[src/rtl/vpic_pkg.sv]
package vpic_pkg;

    // Vector address reserved for the non-maskable reset request
    localparam int unsigned RESET_VECTOR = 0;

    // Source of the next global-enable update, highest precedence first
    typedef enum logic [1:0] {
        GIE_KEEP  = 2'd0,
        GIE_TAKEN = 2'd1,
        GIE_WRITE = 2'd2,
        GIE_RET   = 2'd3
    } gie_cause_e;

    // Interrupt line index -> vector address
    function automatic int unsigned line_vector(input int unsigned idx);
        return idx + 1;
    endfunction

    function automatic gie_cause_e gie_cause(input logic taken,
                                             input logic wr,
                                             input logic ret);
        if (taken)    return GIE_TAKEN;
        else if (wr)  return GIE_WRITE;
        else if (ret) return GIE_RET;
        else          return GIE_KEEP;
    endfunction

endpackage

[src/rtl/vpic_pending.sv]
module vpic_pending #(
    parameter int unsigned WIDTH = 8
) (
    input  logic             clk,
    input  logic             rst,
    input  logic [WIDTH-1:0] set_i,
    input  logic [WIDTH-1:0] clr_i,
    output logic [WIDTH-1:0] pend_o
);

    for (genvar k = 0; k < WIDTH; k++) begin : g_bit
        always_ff @(posedge clk) begin
            if (rst)
                pend_o[k] <= 1'b0;
            else
                pend_o[k] <= (pend_o[k] & ~clr_i[k]) | set_i[k];
        end
    end

endmodule

[src/rtl/vpic_arbiter.sv]
module vpic_arbiter
    import vpic_pkg::*;
#(
    parameter int unsigned NUM_SRC = 8,
    localparam int unsigned VEC_W  = $clog2(NUM_SRC + 1)
) (
    input  logic               rst_pend_i,
    input  logic [NUM_SRC-1:0] pend_i,
    input  logic [NUM_SRC-1:0] en_i,
    input  logic               gie_i,
    input  logic               busy_i,
    output logic               take_rst_o,
    output logic [NUM_SRC-1:0] take_irq_o,
    output logic               take_o,
    output logic [VEC_W-1:0]   take_vec_o
);

    logic [NUM_SRC-1:0] eligible;
    logic [NUM_SRC:0]   blocked;
    logic [NUM_SRC-1:0] winner;

    assign eligible   = pend_i & en_i & {NUM_SRC{gie_i}};
    assign blocked[0] = 1'b0;

    // Lowest index outranks all higher ones
    for (genvar k = 0; k < NUM_SRC; k++) begin : g_chain
        assign winner[k]    = eligible[k] & ~blocked[k];
        assign blocked[k+1] = blocked[k] | eligible[k];
    end

    assign take_rst_o = rst_pend_i & ~busy_i;
    assign take_irq_o = winner & {NUM_SRC{~busy_i & ~rst_pend_i}};
    assign take_o     = take_rst_o | (|take_irq_o);

    always_comb begin
        take_vec_o = VEC_W'(RESET_VECTOR);
        for (int unsigned k = 0; k < NUM_SRC; k++) begin
            if (take_irq_o[k])
                take_vec_o = VEC_W'(line_vector(k));
        end
    end

endmodule

[src/rtl/vpic_gie.sv]
module vpic_gie
    import vpic_pkg::*;
(
    input  logic clk,
    input  logic rst,
    input  logic taken_i,
    input  logic wr_i,
    input  logic wdata_i,
    input  logic ret_i,
    output logic gie_o
);

    gie_cause_e cause;

    assign cause = gie_cause(taken_i, wr_i, ret_i);

    always_ff @(posedge clk) begin
        if (rst) begin
            gie_o <= 1'b0;
        end else begin
            unique case (cause)
                GIE_TAKEN: gie_o <= 1'b0;
                GIE_WRITE: gie_o <= wdata_i;
                GIE_RET:   gie_o <= 1'b1;
                default:   gie_o <= gie_o;
            endcase
        end
    end

endmodule

[src/rtl/vpic_vecreg.sv]
module vpic_vecreg #(
    parameter int unsigned VEC_W = 4
) (
    input  logic             clk,
    input  logic             rst,
    input  logic             load_i,
    input  logic [VEC_W-1:0] vec_i,
    input  logic             ack_i,
    output logic             valid_o,
    output logic [VEC_W-1:0] vec_o
);

    typedef struct packed {
        logic             valid;
        logic [VEC_W-1:0] addr;
    } slot_t;

    slot_t slot_q;

    always_ff @(posedge clk) begin
        if (rst) begin
            slot_q <= '0;
        end else if (load_i) begin
            slot_q.valid <= 1'b1;
            slot_q.addr  <= vec_i;
        end else if (slot_q.valid && ack_i) begin
            slot_q.valid <= 1'b0;
        end
    end

    assign valid_o = slot_q.valid;
    assign vec_o   = slot_q.addr;

endmodule

[src/rtl/vpic_top.sv]
module vpic_top #(
    parameter int unsigned NUM_SRC = 8,
    localparam int unsigned VEC_W  = $clog2(NUM_SRC + 1)
) (
    input  logic               clk,
    input  logic               rst,
    input  logic               reset_req,
    input  logic [NUM_SRC-1:0] irq_req,
    input  logic [NUM_SRC-1:0] irq_en,
    input  logic               gie_wr,
    input  logic               gie_wdata,
    input  logic               ret_strobe,
    input  logic               vec_ack,
    output logic               vec_valid,
    output logic [VEC_W-1:0]   vec_addr,
    output logic               gie
);

    logic [NUM_SRC-1:0] irq_pend;
    logic [NUM_SRC-1:0] take_irq;
    logic               rst_pend;
    logic               take_rst;
    logic               take;
    logic [VEC_W-1:0]   take_vec;

    vpic_pending #(.WIDTH(NUM_SRC)) u_irq_pend (
        .clk    (clk),
        .rst    (rst),
        .set_i  (irq_req),
        .clr_i  (take_irq),
        .pend_o (irq_pend)
    );

    vpic_pending #(.WIDTH(1)) u_rst_pend (
        .clk    (clk),
        .rst    (rst),
        .set_i  (reset_req),
        .clr_i  (take_rst),
        .pend_o (rst_pend)
    );

    vpic_arbiter #(.NUM_SRC(NUM_SRC)) u_arb (
        .rst_pend_i (rst_pend),
        .pend_i     (irq_pend),
        .en_i       (irq_en),
        .gie_i      (gie),
        .busy_i     (vec_valid),
        .take_rst_o (take_rst),
        .take_irq_o (take_irq),
        .take_o     (take),
        .take_vec_o (take_vec)
    );

    vpic_gie u_gie (
        .clk     (clk),
        .rst     (rst),
        .taken_i (take),
        .wr_i    (gie_wr),
        .wdata_i (gie_wdata),
        .ret_i   (ret_strobe),
        .gie_o   (gie)
    );

    vpic_vecreg #(.VEC_W(VEC_W)) u_vec (
        .clk     (clk),
        .rst     (rst),
        .load_i  (take),
        .vec_i   (take_vec),
        .ack_i   (vec_ack),
        .valid_o (vec_valid),
        .vec_o   (vec_addr)
    );

endmodule

[config.mk]
export PLATFORM = sky130hd
export DESIGN_NAME = vpic_top
export DESIGN_NICKNAME = d
export VERILOG_FILES = /design/src/rtl/vpic_pkg.sv /design/src/rtl/vpic_pending.sv /design/src/rtl/vpic_arbiter.sv /design/src/rtl/vpic_gie.sv /design/src/rtl/vpic_vecreg.sv /design/src/rtl/vpic_top.sv
export SDC_FILE = /design/constraint.sdc
export NUM_CORES = 1
export LEC_CHECK = 0
export ABC_CLOCK_PERIOD_IN_PS = 2450
export BUFFER_PORTS_ARGS = -buffer_cell sky130_fd_sc_hd__buf_2
export CAP_MARGIN = 5
export CORE_UTILIZATION = 24
export CTS_BUF_LIST = sky130_fd_sc_hd__clkbuf_4
export DETAILED_ROUTE_END_ITERATION = 8
export PLACE_DENSITY_LB_ADDON = 0.3
export SETUP_SLACK_MARGIN = 0.5
export SYNTH_ARGS = -nofsm -noshare
export SYNTH_HDL_FRONTEND = slang
export SYNTH_SLANG_ARGS = --single-unit
[constraint.sdc]
create_clock -name clk -period 2.45 [get_ports clk]
set_clock_uncertainty 0.1 [all_clocks]
set_input_delay 0.49 -clock clk [delete_from_list [all_inputs] [get_ports clk]]
set_output_delay 0.49 -clock clk [all_outputs]
set_load 0.03 [all_outputs]
== Yosys cells after proc, flatten, opt, wreduce, memory -nomap -nowiden ==
Index checks and enable logic that the tools add are counted.
Storage, ports and cells
  bits in registers: 15
  bits of input ports: 23
  output and inout bits: 6
Operators by class
  equal/unequal tests: 3
  muxes and demuxes: 14
  bitwise operators: 55
  reductions and logical operators: 4
Operators by type and width (number)
  4-bit two-way mux: 7
  8-bit bitwise AND: 3
  1-bit bitwise AND: 18
  1-bit NOT: 18
  1-bit OR: 16
  8-bit OR reduction: 1
  2-bit two-way mux: 3
  2-bit == test, second input constant: 2
  1-bit two-way mux: 3
  1-bit one-hot mux with 3 select lines: 1
  3-bit nonzero test: 1
  2-bit by 1-bit == test with 1-bit output, second input constant: 1
  2-bit nonzero test: 1
  1-bit logical AND: 1

== Longest topological paths before layout ==
  word-level depth: 19
  gate-level depth with buffers: 4

== Cells and area by module ==
Synthesis repeated with hierarchy kept, for this count alone.
Unflattened totals
  cells, all modules: 95
  area total of the unflattened synthesis: 865.8 um^2
By module, submodules not included
  vpic_pending (u_irq_pend): instances 1, cells an instance 33, area each 381.6 um^2
  vpic_arbiter: instances 1, cells an instance 37, area each 220.2 um^2
  vpic_vecreg: instances 1, cells an instance 17, area each 181.4 um^2
  vpic_gie: instances 1, cells an instance 4, area each 43.8 um^2
  vpic_pending (u_rst_pend): instances 1, cells an instance 4, area each 38.8 um^2

== Least setup slack after synthesis ==
No wires, ideal clock.
  path type: flip-flop to flip-flop
  from: register u_gie.gie_o
  to: register u_vec.slot_q, in the netlist u_vec.vec_o[3]
  data arrival time: 1.584 ns
  path slack: 0.697 ns
  stages on the path, launching flop included: 5
  buffers on the path: 0
  period minus slack after synthesis: 1.753 ns
  cells stage by stage: dfxtp_1 -> nor3b_4 -> nand2_2 -> or4_4 -> o2bb2ai_2
Between the ends
  cells in the longest elaborated chain, start to end: 12
  elaborated cells between the ends (all ways): 30
  those cells by class: mux: 6; bitwise: 23; reduce/logical: 1
Ends and longest elaborated chain
  from (decl): line vpic_gie.sv:10  | output logic gie_o
  from (signal assigned): line vpic_gie.sv:23  | GIE_WRITE: gie_o <= wdata_i;
  from (signal assigned): line vpic_gie.sv:25  | default: gie_o <= gie_o;
  8-bit bitwise AND *: line vpic_arbiter.sv:22  | assign eligible = pend_i & en_i & {NUM_SRC{gie_i}};
  1-bit OR (6 in a row): line vpic_arbiter.sv:28  | assign blocked[k+1] = blocked[k] | eligible[k];
  1-bit NOT: line vpic_arbiter.sv:27  | assign winner[k] = eligible[k] & ~blocked[k];
  1-bit bitwise AND: line vpic_arbiter.sv:27
  8-bit bitwise AND *: line vpic_arbiter.sv:32  | assign take_irq_o = winner & {NUM_SRC{~busy_i & ~rst_pend_i}};
  8-bit OR reduction: line vpic_arbiter.sv:33  | assign take_o = take_rst_o | (|take_irq_o);
  1-bit OR: line vpic_arbiter.sv:33
  to (decl): line vpic_vecreg.sv:18  | slot_t slot_q;
Mark *: on every way between the ends. The rest lies on a longest branch, timed or not.
A chain may end at the register's enable or synchronous reset.

== Worst setup path in the final report ==
Ends and elaborated chain as after synthesis.

==> impl_metrics.json <==
{
  "outcome": "finished, violations left",
  "violations": "design-rule violations",
  "ys_warn_count": 0,
  "initial_core_util": 0.262,
  "syn2layout_area_growth_pct": 28.7,
  "htree_levels": 1,
  "slowest_stage": "dfxtp_1",
  "drc": 4,
  "synth.avg_cell_area_sq_um": 8.88,
  "grt_overflow_total": 0,
  "synth_edf_count": 0,
  "synth_top_cell_by_area": "dfxtp_1",
  "syn_inst": 85,
  "holdWs_ns": 0.277,
  "wl_per_cell_um": 11.4,
  "drtPass1Iterations": 6,
  "clkSlewWorstSetupHoldPaths_ns": 0.10,
  "antenna_cells": 0,
  "worstPathRequired_ns": 2.58,
  "antenna_found_initial": 0,
  "layout-drive-gt1-share": 0.371,
  "max_freq_mhz": 576,
  "cp_max_fo": 7,
  "drt_iter0_drc": 45,
  "netlist_area_sq_um": 754,
  "insertion_delay_ns": 0.29,
  "critical_path.cell_chain": "nor3b_4, nand2_2, or4_4, o2bb2ai_2",
  "synth_top_cell_area_share": 0.398,
  "fp.dieW_um": 58.1,
  "wirelength_um": 1810,
  "cts_hold_buf": 0,
  "rsz0062_at_grt": "false",
  "synth_area_leaders": "dfxtp_1 (40%), a21oi_1 (6.6%), nor2_1 (4.5%), nand2_1 (4.0%), a221oi_4 (3.5%)",
  "synth_nets": 108,
  "grt_max_degree": 17,
  "coreArea_sq_mm": 0.00288,
  "fin_crit_ns": 1.74,
  "dp_hpwl_um": 1380,
  "worstMarginPinSlew_ns": 0.429,
  "ys_async_sr_fraction": 0,
  "fin_crit_sh": 0.709,
  "cts_setup_buffers": 0,
  "avgViaCountPerCell": 4.75,
  "cp.arrival_ns": 1.87,
  "dominantRegCellSynth": "dfxtp_1",
  "cts_root_buf": "clkbuf_4",
  "tritoncts": "done",
  "clockBufferDepth": 2,
  "grtUsageTotal": 0.117,
  "drv_slew": 0,
  "cts_made_buffers": 3,
  "crit_start": "u_gie.gie_o$_SDFFE_PP0P_",
  "setup.worst_path.start_class": "flop",
  "finalHoldViolations": 0,
  "grt_pass1_wl_um": 3070,
  "via_count": 750,
  "timing.reg2reg.setup_slack_ns": 0.71,
  "chipHeight_um": 58.1,
  "relSlewSlack": 0.711,
  "ant_nets": 0,
  "criticalPathCategory": "flop to flop",
  "r2r_start": "u_gie.gie_o$_SDFFE_PP0P_",
  "r2r_end": "u_vec.vec_o[3]$_SDFFE_PP0P_",
  "seq_area_frac_synth": 0.398,
  "drv_cap": 0,
  "cpPeakStageDelay_ns": 0.50,
  "power_leakage_nw": 0.403,
  "fin_cells": 158,
  "die_area_sq_mm": 0.00337,
  "clock-sinks": 15,
  "cp-endpoint": "u_vec.vec_o[3]$_SDFFE_PP0P_",
  "ios": 29,
  "final-setup-viol-count": 0,
  "p_per_area_mw_per_mm2": 577,
  "synth_most_common_cell": "dfxtp_1",
  "finalNetCount": 140,
  "placed_cells_incl_taps": 154,
  "cts_resized": 0,
  "synth_commonest_cells": "dfxtp_1 (15), a21oi_1 (10), nor2_1 (9)",
  "row_count": 19,
  "max-vdd-ir-drop_uv": 154,
  "hold_class": "input pin to flop",
  "worstSetupEndpointType": "flop",
  "reg2reg_depth": 4,
  "grt_pass1_vias": 705,
  "synth_cell_types": 33,
  "ys_ff_latch": 15,
  "place_congestion": 0.760,
  "holdCritStartpoint": "vec_ack",
  "setup_tns_ns": 0,
  "io_buffers": 28
}
registers in the layout, indices dropped and copies added, names as in the netlist:
signal	flops
u_vec.vec_o	4
u_rst_pend.pend_o	1
u_irq_pend.pend_o	8
u_gie.gie_o	1
u_vec.valid_o	1
cells in the final DEF (no fill, tap or decap), types with 2 or more instances in the layout:
cell,netlist,final
a2111oi_0,2,2
a31oi_1,2,2
buf_2,0,28
nand3_1,5,5
a21oi_1,10,10
clkbuf_4,0,3
o21ai_0,3,3
inv_1,5,5
nand2_1,8,8
a22oi_2,2,2
nor2_1,9,9
o41ai_1,2,2
dfxtp_1,15,15
logic make-up after synthesis:
family                 share of synthesized area
AOI/OAI and AO/OA                          0.375
and+or+nand+nor                            0.192
DFF                                        0.398
buffers and inverters                     0.0348
through the flow:
step | area (sq um) | worst slack [ns] | utilization | power [W]
CTS | 971 | 0.725 | 0.338 | 0.000567
finish | 971 | 0.713 | 0.338 | 0.000560
detailed placement | 943 | 0.498 | 0.328 | 0.000420
floorplan | 754 | 0.697 | - | 0.000373
global route | 971 | 0.617 | 0.338 | 0.000596
global placement | 943 | 0.505 | 0.328 | 0.000419
per-layer routing:
metal	wire (um)	part of all wire	global-route usage	vias up
met1	857	0.47	0.163	337
met5	0	0	0	-
met4	16	0.0088	0.0408	0
met2	811	0.45	0.179	23
met3	123	0.068	0.0246	4
li1	-	-	-	386
area by class of cell:
type                    instances  area (sq um)
well taps                      42          52.6
multi-input cells              63           428
flip-flops and latches         15           300
inverters                       6          22.5
fillers                       318          1910
repair buffers                 28           140
clock buffers                   3          22.5
clock inverters                 1          5.00
worst min-delay path by stage:
stage                                                  to  slack [ns]  cells past startpoint
after floorplan           u_irq_pend.pend_o[7]$_SDFF_PP0_        0.36                      2
after global placement        u_vec.vec_o[2]$_SDFFE_PP0P_        0.35                      1
after detailed placement      u_vec.vec_o[2]$_SDFFE_PP0P_        0.35                      1
after CTS                      u_vec.valid_o$_SDFFE_PP0P_        0.27                      2
after global routing           u_vec.valid_o$_SDFFE_PP0P_        0.28                      2
final                          u_vec.valid_o$_SDFFE_PP0P_        0.28                      2
critical path: cells and delay by family, from the launching register on:
kind / cells / cell delay, ns
flops: 1 / 0.50
compound gates: 1 / 0.13
simple gates: 3 / 0.96
power by group:
group          internal (W)  switching (W)
combinational     0.0000557      0.0000769
sequential         0.000262      0.0000200
clock             0.0000607      0.0000846
total              0.000378       0.000182
Power figures use the tool's default switching activity.
